File: src/rtl/cch_pkg.sv
package cch_pkg;
   // mode register bit positions
   localparam int MB_CMP   = 0;
   localparam int MB_RISE  = 1;
   localparam int MB_FALL  = 2;
   localparam int MB_MATCH = 3;
   localparam int MB_TOG   = 4;
   localparam int MB_PWM   = 5;
   localparam int MODE_BITS = 6;

   typedef struct packed {
      logic pwm;
      logic tog;
      logic match;
      logic fall;
      logic rise;
      logic cmp;
   } mode_t;
endpackage

File: src/rtl/cch_pin_edge.sv
module cch_pin_edge (
   input  logic clk,
   input  logic rst_n,
   input  logic tick,
   input  logic pin_in,
   output logic rise,
   output logic fall
);
   logic pin_q;

   always_ff @(posedge clk) begin
      if (!rst_n)    pin_q <= 1'b0;
      else if (tick) pin_q <= pin_in;
   end

   assign rise = tick &  pin_in & ~pin_q;
   assign fall = tick & ~pin_in &  pin_q;
endmodule

File: src/rtl/cch_regs.sv
module cch_regs
   import cch_pkg::*;
#(
   parameter int REG_W     = 8,
   parameter int ADDR_W    = 8,
   parameter int MODE_ADDR = 'hDA,
   parameter int LO_ADDR   = 'hEA,
   parameter int HI_ADDR   = 'hFA,
   localparam int CNT_W    = 2 * REG_W
) (
   input  logic              clk,
   input  logic              rst_n,
   input  logic              wr_en,
   input  logic [ADDR_W-1:0] wr_addr,
   input  logic [REG_W-1:0]  wr_data,
   input  logic [CNT_W-1:0]  cnt,
   input  logic              cap_evt,
   input  logic              reload,
   input  logic              flag_set,
   input  logic              flag_clr,
   output logic [REG_W-1:0]  mode_q,
   output logic [REG_W-1:0]  cap_lo,
   output logic [REG_W-1:0]  cap_hi,
   output logic              flag
);
   localparam logic [REG_W-1:0] MODE_RST = REG_W'(1) << MB_CMP;

   logic wr_mode, wr_lo, wr_hi;
   assign wr_mode = wr_en && (wr_addr == ADDR_W'(MODE_ADDR));
   assign wr_lo   = wr_en && (wr_addr == ADDR_W'(LO_ADDR));
   assign wr_hi   = wr_en && (wr_addr == ADDR_W'(HI_ADDR));

   always_ff @(posedge clk) begin
      if (!rst_n) begin
         mode_q <= MODE_RST;
      end else if (wr_mode) begin
         mode_q <= wr_data;
      end else if (wr_lo) begin
         mode_q[MB_CMP] <= 1'b0;
      end else if (wr_hi) begin
         mode_q[MB_CMP] <= 1'b1;
      end
   end

   // hardware updates win over software writes
   always_ff @(posedge clk) begin
      if (!rst_n)       cap_lo <= '0;
      else if (cap_evt) cap_lo <= cnt[REG_W-1:0];
      else if (reload)  cap_lo <= cap_hi;
      else if (wr_lo)   cap_lo <= wr_data;
   end

   always_ff @(posedge clk) begin
      if (!rst_n)       cap_hi <= '0;
      else if (cap_evt) cap_hi <= cnt[CNT_W-1:REG_W];
      else if (wr_hi)   cap_hi <= wr_data;
   end

   always_ff @(posedge clk) begin
      if (!rst_n)        flag <= 1'b0;
      else if (flag_set) flag <= 1'b1;
      else if (flag_clr) flag <= 1'b0;
   end

   assert_capture_load_R2: assert property (@(posedge clk) disable iff (!rst_n)
      cap_evt |=> {cap_hi, cap_lo} == $past(cnt));   // also covers R3

   assert_capture_wins_R12: assert property (@(posedge clk) disable iff (!rst_n)
      (cap_evt && wr_lo) |=> (cap_lo == $past(cnt[REG_W-1:0])) && !mode_q[MB_CMP]);

   assert_lo_write_off_R7: assert property (@(posedge clk) disable iff (!rst_n)
      wr_lo |=> !mode_q[MB_CMP]);

   assert_hi_write_on_R7: assert property (@(posedge clk) disable iff (!rst_n)
      wr_hi |=> mode_q[MB_CMP]);

   assert_flag_sticky_R11: assert property (@(posedge clk) disable iff (!rst_n)
      (flag && !flag_clr) |=> flag);
endmodule

File: src/rtl/cch_cmp_pwm.sv
module cch_cmp_pwm
   import cch_pkg::*;
#(
   parameter int REG_W  = 8,
   localparam int CNT_W = 2 * REG_W
) (
   input  logic             clk,
   input  logic             rst_n,
   input  logic             tick,
   input  logic [CNT_W-1:0] cnt,
   input  logic [REG_W-1:0] cap_lo,
   input  logic [REG_W-1:0] cap_hi,
   input  mode_t            mode,
   output logic             match_hit,
   output logic             reload,
   output logic             pin_out
);
   logic [REG_W-1:0] cnt_lo;
   logic [REG_W-1:0] eff_lo;

   assign cnt_lo    = cnt[REG_W-1:0];
   assign match_hit = tick && mode.cmp && (cnt == {cap_hi, cap_lo});
   assign reload    = tick && mode.pwm && (cnt_lo == '0);
   assign eff_lo    = reload ? cap_hi : cap_lo;

   always_ff @(posedge clk) begin
      if (!rst_n) begin
         pin_out <= 1'b1;
      end else if (tick && mode.pwm) begin
         pin_out <= (cnt_lo >= eff_lo);
      end else if (match_hit && mode.match && mode.tog) begin
         pin_out <= ~pin_out;
      end
   end

   assert_toggle_flip_R6: assert property (@(posedge clk) disable iff (!rst_n)
      (match_hit && mode.match && mode.tog && !mode.pwm) |=> pin_out != $past(pin_out));

   assert_pwm_low_R9: assert property (@(posedge clk) disable iff (!rst_n)
      (tick && mode.pwm && cnt_lo == '0 && cap_hi != '0) |=> !pin_out);
endmodule

File: src/rtl/cch_wdog_pulse.sv
module cch_wdog_pulse (
   input  logic clk,
   input  logic rst_n,
   input  logic hit,
   output logic pulse
);
   always_ff @(posedge clk) begin
      if (!rst_n) pulse <= 1'b0;
      else        pulse <= hit && !pulse;
   end
endmodule

File: src/rtl/cch_channel.sv
module cch_channel
   import cch_pkg::*;
#(
   parameter int REG_W     = 8,
   parameter int ADDR_W    = 8,
   parameter int CHAN_IDX  = 0,
   parameter int NUM_CHAN  = 5,
   parameter int WDOG_IDX  = 4,
   parameter int MODE_BASE = 'hDA,
   parameter int LO_BASE   = 'hEA,
   parameter int HI_BASE   = 'hFA,
   localparam int CNT_W    = 2 * REG_W
) (
   input  logic              clk,
   input  logic              rst_n,
   input  logic              tick,
   input  logic [CNT_W-1:0]  cnt,
   input  logic              pin_in,
   input  logic              wdog_en,
   input  logic              reg_wr,
   input  logic [ADDR_W-1:0] reg_addr,
   input  logic [REG_W-1:0]  reg_wdata,
   input  logic              flag_clr,
   output logic [REG_W-1:0]  mode_q,
   output logic [CNT_W-1:0]  cap_val,
   output logic              flag,
   output logic              pin_out,
   output logic              wdog_rst
);
   localparam int MODE_ADDR = MODE_BASE + CHAN_IDX;
   localparam int LO_ADDR   = LO_BASE + CHAN_IDX;
   localparam int HI_ADDR   = HI_BASE + CHAN_IDX;

   if (REG_W < MODE_BITS) begin : g_bad_width
      $error("REG_W must hold all mode bits");
   end
   if (CHAN_IDX >= NUM_CHAN || WDOG_IDX >= NUM_CHAN) begin : g_bad_index
      $error("channel index out of range");
   end
   if (HI_ADDR >= (1 << ADDR_W)) begin : g_bad_addr
      $error("register address does not fit ADDR_W");
   end

   mode_t            mode;
   logic             rise, fall, cap_evt, match_hit, reload, flag_set;
   logic [REG_W-1:0] cap_lo, cap_hi;

   assign mode.cmp   = mode_q[MB_CMP];
   assign mode.rise  = mode_q[MB_RISE];
   assign mode.fall  = mode_q[MB_FALL];
   assign mode.match = mode_q[MB_MATCH];
   assign mode.tog   = mode_q[MB_TOG];
   assign mode.pwm   = mode_q[MB_PWM];

   cch_pin_edge u_edge (
      .clk    (clk),
      .rst_n  (rst_n),
      .tick   (tick),
      .pin_in (pin_in),
      .rise   (rise),
      .fall   (fall)
   );

   assign cap_evt  = (rise && mode.rise) || (fall && mode.fall);
   assign flag_set = cap_evt || (match_hit && mode.match);

   cch_regs #(
      .REG_W     (REG_W),
      .ADDR_W    (ADDR_W),
      .MODE_ADDR (MODE_ADDR),
      .LO_ADDR   (LO_ADDR),
      .HI_ADDR   (HI_ADDR)
   ) u_regs (
      .clk      (clk),
      .rst_n    (rst_n),
      .wr_en    (reg_wr),
      .wr_addr  (reg_addr),
      .wr_data  (reg_wdata),
      .cnt      (cnt),
      .cap_evt  (cap_evt),
      .reload   (reload),
      .flag_set (flag_set),
      .flag_clr (flag_clr),
      .mode_q   (mode_q),
      .cap_lo   (cap_lo),
      .cap_hi   (cap_hi),
      .flag     (flag)
   );

   cch_cmp_pwm #(.REG_W(REG_W)) u_cmp (
      .clk       (clk),
      .rst_n     (rst_n),
      .tick      (tick),
      .cnt       (cnt),
      .cap_lo    (cap_lo),
      .cap_hi    (cap_hi),
      .mode      (mode),
      .match_hit (match_hit),
      .reload    (reload),
      .pin_out   (pin_out)
   );

   assign cap_val = {cap_hi, cap_lo};

   if (CHAN_IDX == WDOG_IDX) begin : g_wdog
      cch_wdog_pulse u_wdog (
         .clk   (clk),
         .rst_n (rst_n),
         .hit   (match_hit && wdog_en),
         .pulse (wdog_rst)
      );
   end else begin : g_no_wdog
      assign wdog_rst = 1'b0;
   end

   assert_idle_hold_R4: assert property (@(posedge clk) disable iff (!rst_n)
      (!tick && !reg_wr) |=> $stable(cap_val) && $stable(pin_out));

   assert_wdog_cause_R10: assert property (@(posedge clk) disable iff (!rst_n)
      wdog_rst |-> ($past(wdog_en) && $past(tick) && $past(mode_q[MB_CMP])
                    && $past(cnt) == $past(cap_val)));

   assert_wdog_single_R10: assert property (@(posedge clk) disable iff (!rst_n)
      wdog_rst |=> !wdog_rst);

   assert_reset_state_R1: assert property (@(posedge clk)
      $rose(rst_n) |-> (cap_val == '0) && !flag && pin_out && !wdog_rst);
endmodule

File: config.mk
export PLATFORM = sky130hd
export DESIGN_NAME = cch_channel
export DESIGN_NICKNAME = d
export VERILOG_FILES = /design/src/rtl/cch_pkg.sv /design/src/rtl/cch_pin_edge.sv /design/src/rtl/cch_regs.sv /design/src/rtl/cch_cmp_pwm.sv /design/src/rtl/cch_wdog_pulse.sv /design/src/rtl/cch_channel.sv
export SDC_FILE = /design/constraint.sdc
export NUM_CORES = 1
export LEC_CHECK = 0
export ABC_CLOCK_PERIOD_IN_PS = 4550
export BUFFER_PORTS_ARGS = -buffer_cell sky130_fd_sc_hd__buf_2
export CAP_MARGIN = 20
export CORE_MARGIN = 5
export CORE_UTILIZATION = 48
export CTS_CLUSTER_DIAMETER = 60
export DETAILED_ROUTE_END_ITERATION = 12
export GPL_TIMING_DRIVEN = 0
export PLACE_DENSITY = 0.81
export SETUP_SLACK_MARGIN = 0.3
export SYNTH_ARGS = -nofsm -noshare
export SYNTH_HDL_FRONTEND = slang
export SYNTH_HIERARCHICAL = 1
export SYNTH_SLANG_ARGS = --single-unit
File: constraint.sdc
create_clock -name clk -period 4.55 [get_ports clk]
set_clock_uncertainty 0.05 [all_clocks]
set_input_delay 0.455 -clock clk [delete_from_list [all_inputs] [get_ports clk]]
set_output_delay 0.455 -clock clk [all_outputs]
set_load 0.05 [all_outputs]
==> impl_metrics.py, run 1 <==
metrics = {
    "run_status": {
        "status": "complete, no violations",
    },
    "power": {
        "p_leak_nw": 1.026,
        "ir_worst_vdd_mv": 0.1473,
        "p_per_area_mw_per_mm2": 199.0,
    },
    "placed_design": {
        "gp_congestion": 0.8663,
        "place_ws_ps": 1438,
        "dpl.hpwl_mm": 4.619,
        "placed_area_mm2": 0.002337,
        "port_buffers": 62,
    },
    "grt": {
        "track_usage_pct": 22.18,
        "grt_max_degree": 17,
        "grt.overflow.total": 0,
        "antenna_found_initial": 0,
        "grt_pass1_vias": 1973,
        "grt_pass1_wl_mm": 9.432,
    },
    "cts": {
        "cts_hold_buf": 0,
        "cts_max_path_buffers": 2,
        "cts_sinks": 27,
        "clockRootBuffer": "clkbuf_8",
        "cts_htree_levels": 1,
        "cts_resized": 0,
        "post_cts_buffers": 0,
        "cts_tree": "yes",
        "cts.clk_slew.worst_paths_ps": 100,
        "cts_made_buffers": 3,
        "clk_latency_ps": 290,
    },
    "critical_path": {
        "worstSetupPathType": "primary input to flip-flop",
        "arrival_ps": 3030,
        "critPathMaxFanout": 9,
        "slowest_delay_ps": 540,
        "crit_buf_inv": 1,
        "cp-end-kind": "flip-flop",
        "crit_slowest_cell": "nand3_1",
        "cp_common_cell": "a211oi_1",
        "cp_top_family": "simple AND/OR/NAND/NOR gates",
        "cp-start-kind": "primary input",
        "path_cells": "buf_2 > nor4_1 > nand3_1 > mux2i_1 > ha_1 > a211oi_1 > a211oi_1 > o41a_1 > o32a_1",
        "required_ps": 4690,
    },
    "synthesis": {
        "netlist_instances": 230,
        "syn_area_mm2": 0.001964,
        "ys_seq_area_share_pct": 27.52,
        "syn_nets": 277,
        "synth.largest_area_cell": "dfxtp_1",
        "ys_seq_elements": 27,
        "synth-main-ff-cell": "dfxtp_1",
        "syn_area_per_cell_um2": 8.541,
        "synth-edff-count": 0,
        "ys_types": 42,
        "yosysMostFrequentCell": "dfxtp_1",
        "yosys_warnings": 6,
        "async_flop_share_pct": 0,
        "synth_top_area_share_pct": 27.52,
        "yosys-top-cells-area": "dfxtp_1 28%, mux2i_1 7.6%, xnor2_1 7.1%",
        "synthTopCellsByCount": "27 x dfxtp_1, 19 x nand4_1, 16 x nand2_1, 16 x xnor2_1",
    },
    "cells_and_area": {
        "nets": 344,
        "synthToLayoutAreaGrowth_pct": 21.47,
        "stdcell_area_mm2": 0.002386,
        "fin_util_pct": 60.08,
        "diodes": 0,
        "drive_above_1_share_pct": 28.72,
    },
    "floorplanning": {
        "start_util_pct": 49.46,
        "core_area_mm2": 0.003971,
        "fp.dieH_um": 73.97,
        "die_w_um": 73.97,
        "ios": 66,
        "std_cell_rows": 23,
        "dieArea_mm2": 0.005472,
    },
    "drt": {
        "vias_per_cell": 6.000,
        "drc": 0,
        "first_pass_iters": 4,
        "wl_per_cell_um": 17.12,
        "ant_nets": 0,
        "drt-total-wl_mm": 5.922,
        "vias": 2076,
        "drt-initial-drc-count": 209,
    },
    "timing": {
        "grt_setup_unrepaired": "no",
        "hold_viol": 0,
        "setup-violations-final": 0,
        "period_minus_slack_ps": 2894,
        "tightest_slew_ps": 590.6,
        "slew_viol_final": 0,
        "slew_headroom_pct": 60.52,
        "final.setup.worst_slack_ps": 1656,
        "timing.final.crit_share_pct": 63.61,
        "holdWs_ps": 379.9,
        "tns_ps": 0,
        "fmax_ghz": 0.3455,
    },
    "flow_run": {
        "drv_cap": 0,
    },
    "min_path": {
        "hold_path_class": "primary input to flip-flop",
    },
}
kinds of logic (layout without fill, tap and decap cells):
kind of cell,after synthesis,after routing,synth area share (%)
AO/OA/AOI/OAI,63,63,22.04
XOR/XNOR,16,16,7.134
adder cells (fa/ha/maj),8,8,5.096
buffers and inverters,27,93,6.178
flip-flops,27,27,27.52
multiplexers,23,23,12.23
other,1,1,0.1909
AND/OR/NAND/NOR,65,65,19.62
state kept, by name (all words and copies together), names as in the netlist:
name,flops
u_regs/mode_q,8
u_regs/flag,1
u_regs/cap_hi,8
u_regs/cap_lo,8
u_edge/pin_q,1
u_cmp/pin_out,1
routing by layer:
layer | wire [µm] | GRT usage, % | part of all wire [%]
met3 | 466 | 2.297 | 7.9
met1 | 2453 | 30.12 | 41
met5 | 0 | 0 | 0
met2 | 2872 | 36.02 | 48
met4 | 129 | 9.054 | 2.2
worst min-delay path, cell delays in order:
cell,delay (ps)
buf_2,100
nand2_1,70
a21boi_1,60
layout make-up:
type / count / area, µm²
fillers: 370 / 1585
multi-input cells: 176 / 1303
flip-flops and latches: 27 / 540.5
repair buffers: 62 / 310.3
plain buffers: 18 / 87.58
well taps: 50 / 62.56
clock buffers: 3 / 41.29
inverters: 9 / 33.78
clock inverters: 1 / 7.507
metrics by stage:
stage	std cells	power, W
floorplan	230	0.0002947
global placement	342	0.0003310
detailed placement	342	0.0003330
CTS	346	0.0004769
global route	346	0.0004952
finish	346	0.0004749
path summary, 6_finish.rpt:
kind | start | slack (ps) | to | cells past startpoint
worst min-delay path | pin_in | 380 | u_edge/pin_q$_SDFFE_PN0P_ | 3
worst min register to register | u_regs/mode_q[6]$_SDFFE_PN0P_ | 420 | u_regs/mode_q[6]$_SDFFE_PN0P_ | 2
worst max-delay path | cnt[2] | 1660 | u_cmp/pin_out$_SDFFE_PN1P_ | 9
worst max register to register | u_regs/mode_q[5]$_SDFFE_PN0P_ | 1920 | u_cmp/pin_out$_SDFFE_PN1P_ | 8
layout by cell type (no fill, tap or decap), types with 2 or more instances in the layout:
cell      synthesis  layout
o211ai_1          9       9
ha_1              8       8
mux2i_1          15      15
nand2b_1         10      10
mux2_2            6       6
a21oi_1           9       9
o21ai_0          10      10
o31ai_1          15      15
clkbuf_1          8       8
xnor2_1          16      16
inv_1             8       8
a211oi_1          3       3
buf_2             7      69
nand4_1          19      19
nand2_1          16      16
a31oi_1           8       8
o41a_1            3       3
nor4_1            2       2
mux2_1            2       2
dfxtp_1          27      27
clkbuf_8          0       3
nand3_1           3       3
nor2_1            6       6
where the power goes:
part           switching [W]  internal [W]
Combinational      0.0000532     0.0000358
Sequential        0.00000165      0.000238
Clock              0.0000832     0.0000626
Total               0.000138      0.000337
(Power assumes the default switching activity.)
==> run 2: changes to the inputs <==
--- a/config.mk
+++ b/config.mk
@@ -5,7 +5,7 @@
 export SDC_FILE = /design/constraint.sdc
 export NUM_CORES = 1
 export LEC_CHECK = 0
-export ABC_CLOCK_PERIOD_IN_PS = 4550
+export ABC_CLOCK_PERIOD_IN_PS = 2900
 export BUFFER_PORTS_ARGS = -buffer_cell sky130_fd_sc_hd__buf_2
 export CAP_MARGIN = 20
 export CORE_MARGIN = 5
==> constraint.sdc (replaced) <==
create_clock -name clk -period 2.9 [get_ports clk]
set_clock_uncertainty 0.05 [all_clocks]
set_input_delay 0.29 -clock clk [delete_from_list [all_inputs] [get_ports clk]]
set_output_delay 0.29 -clock clk [all_outputs]
set_load 0.05 [all_outputs]
==> run 2 against run 1 <==
  * Sequential power up 57%
  * Combinational power rose by 57%
  * Sequential cell count is the same
  * Register-to-register slack got worse by 1400 ps
  * Highest routed layer unchanged
  * Largest cell class unchanged
  * Total power is 58% higher
  * First-iteration DRC count fell by 16%
  * Cell area grew 1.2%
  * Clock power is 59% higher
==> impl_metrics.py, run 2 (same netlist as run 1, synthesis figures left out) <==
metrics = {
    "cells_and_area": {
        "multiInputGateArea_mm2": 0.001308,
        "synthToLayoutAreaGrowth_pct": 22.87,
        "area.sequential_um2": 540.5,
        "largest_registers": "u_regs/cap_hi: 8 flops, u_regs/cap_lo: 8 flops, u_regs/mode_q: 8 flops",
        "stdcell_area_mm2": 0.002414,
        "diodes": 0,
        "nets": 347,
        "nFillCells": 368,
        "final_common_cell": "buf_2",
        "drive_above_1_share_pct": 29.77,
        "final_cell_mix": "69 x buf_2, 27 x dfxtp_1, 19 x nand4_1",
    },
    "cts": {
        "cts_made_buffers": 3,
        "cts.clk_slew.worst_paths_ps": 100,
        "cts_htree_levels": 1,
        "clk_latency_ps": 290,
        "cts_sinks": 27,
        "clockRootBuffer": "clkbuf_8",
        "cts_tree": "yes",
        "cts_max_path_buffers": 2,
    },
    "floorplanning": {
        "std_cell_rows": 23,
        "die_w_um": 73.97,
        "start_util_pct": 49.46,
        "fp.dieH_um": 73.97,
        "dieArea_mm2": 0.005472,
        "ios": 66,
        "core_area_mm2": 0.003971,
    },
    "grt": {
        "grt.overflow.total": 0,
        "grt_pass1_vias": 1959,
        "grt_pass1_wl_mm": 9.459,
        "track_usage_pct": 22.24,
        "antenna_found_initial": 0,
        "grt_max_degree": 17,
    },
    "drt": {
        "drt-initial-drc-count": 175,
        "vias": 2132,
        "wl_per_cell_um": 17.39,
        "vias_per_cell": 6.109,
        "first_pass_iters": 5,
        "drc": 0,
        "ant_nets": 0,
        "drt-total-wl_mm": 6.068,
    },
    "critical_path": {
        "critPathMaxFanout": 9,
        "crit_slowest_cell": "nor4_1",
        "path_cells": "buf_2 > nor4_1 > nand3_2 > buf_4 > buf_4 > mux2i_1 > ha_1 > a211oi_1 > a211oi_1 > o41a_1 > o32a_1",
        "r2r_cells": 10,
        "cp_top_family": "compound AO/OA/AOI/OAI gates",
        "worstSetupPathType": "primary input to flip-flop",
        "crit_buf_inv": 3,
        "regToRegSetupSlack_ps": 500,
        "cp-start-kind": "primary input",
        "arrival_ps": 2600,
        "required_ps": 3040,
        "cp-end-kind": "flip-flop",
        "path_depth": 11,
        "slowest_delay_ps": 540,
    },
    "timing": {
        "hold_viol": 0,
        "final.setup.worst_slack_ps": 435.3,
        "timing.final.crit_share_pct": 84.99,
        "period_minus_slack_ps": 2465,
        "tightest_slew_ps": 570.0,
        "tns_ps": 0,
        "setup-violations-final": 0,
        "grt_setup_unrepaired": "no",
        "slew_headroom_pct": 61.65,
        "fmax_ghz": 0.4057,
        "slew_viol_final": 0,
        "holdWs_ps": 213.6,
    },
    "placed_design": {
        "port_buffers": 62,
        "dpl.hpwl_mm": 4.619,
        "gp_congestion": 0.8663,
        "place_ws_ps": -46.62,
        "placed_area_mm2": 0.002337,
    },
    "min_path": {
        "whs_path_depth": 3,
        "hold_path_class": "primary input to flip-flop",
    },
    "power": {
        "p_leak_nw": 1.039,
        "ir_worst_vdd_mv": 0.2327,
        "power_w": 0.0007489,
        "p_per_area_mw_per_mm2": 310.3,
    },
    "run_status": {
        "status": "complete, no violations",
    },
    "flow_run": {
        "drv_cap": 0,
    },
}
## run 2: changes by cell type in the layout (fill, tap and decap cells not counted)
cell / change
nand3_1: -1
nand3_2: +1
buf_4: +3
## run 2: cell type report
cell class | count | share of cell area [%]
buffer | 18 | 3.629
clock inverter | 1 | 0.3110
multi-input combinational | 176 | 54.17
sequential | 27 | 22.40
inverter | 9 | 1.400
tap | 50 | 2.592
clock buffer | 3 | 1.711
timing repair buffer | 65 | 13.79
## run 2: timing repair
item	4_1_cts	5_1_grt
hold buffers	0	0
endpoints found under the setup margin	1	1
resized for setup	1	0
setup buffers	0	3
cloned	0	0
pin swaps	0	1
## run 2: where the power goes
part / switching [W] / total [W] / leakage (nW) / internal, W
combinational: 0.0000844 / 0.000140 / 0.799 / 0.0000561
sequential: 0.00000263 / 0.000377 / 0.218 / 0.000374
clock: 0.000133 / 0.000232 / 0.0217 / 0.0000982
total: 0.000220 / 0.000749 / 1.04 / 0.000528
## run 2: through the flow
step	utilization, %	cells
2_1_floorplan	-	230
3_3_place_gp	58.85	342
3_5_place_dp	58.85	342
4_1_cts	60.21	346
5_1_grt	60.78	349
6_report	60.78	349
## run 2: final timing paths
check	start	endpoint
min reg2reg	u_regs/mode_q[6]$_SDFFE_PN0P_	u_regs/mode_q[6]$_SDFFE_PN0P_
max	cnt[2]	u_cmp/pin_out$_SDFFE_PN1P_
max reg2reg	u_regs/mode_q[5]$_SDFFE_PN0P_	u_cmp/pin_out$_SDFFE_PN1P_
min	pin_in	u_edge/pin_q$_SDFFE_PN0P_
## run 2: worst register-to-register path, delay by kind of cell (launching register included)
family | cells | cell delay (ps)
AND/OR/NAND/NOR | 2 | 290
buffers and inverters | 2 | 360
AO/OA/AOI/OAI | 4 | 850
flip-flops | 1 | 410
multiplexers | 1 | 130
adder cells (fa/ha/maj) | 1 | 200
## run 2: layer usage
layer,routed length [µm],part of all wire (%),vias up,track usage [%]
li1,-,-,1009,-
met1,2517,41,1008,30.12
met2,2951,49,106,37.30
met3,470,7.7,9,2.297
met4,129,2.1,0,6.841
met5,0,0,-,0
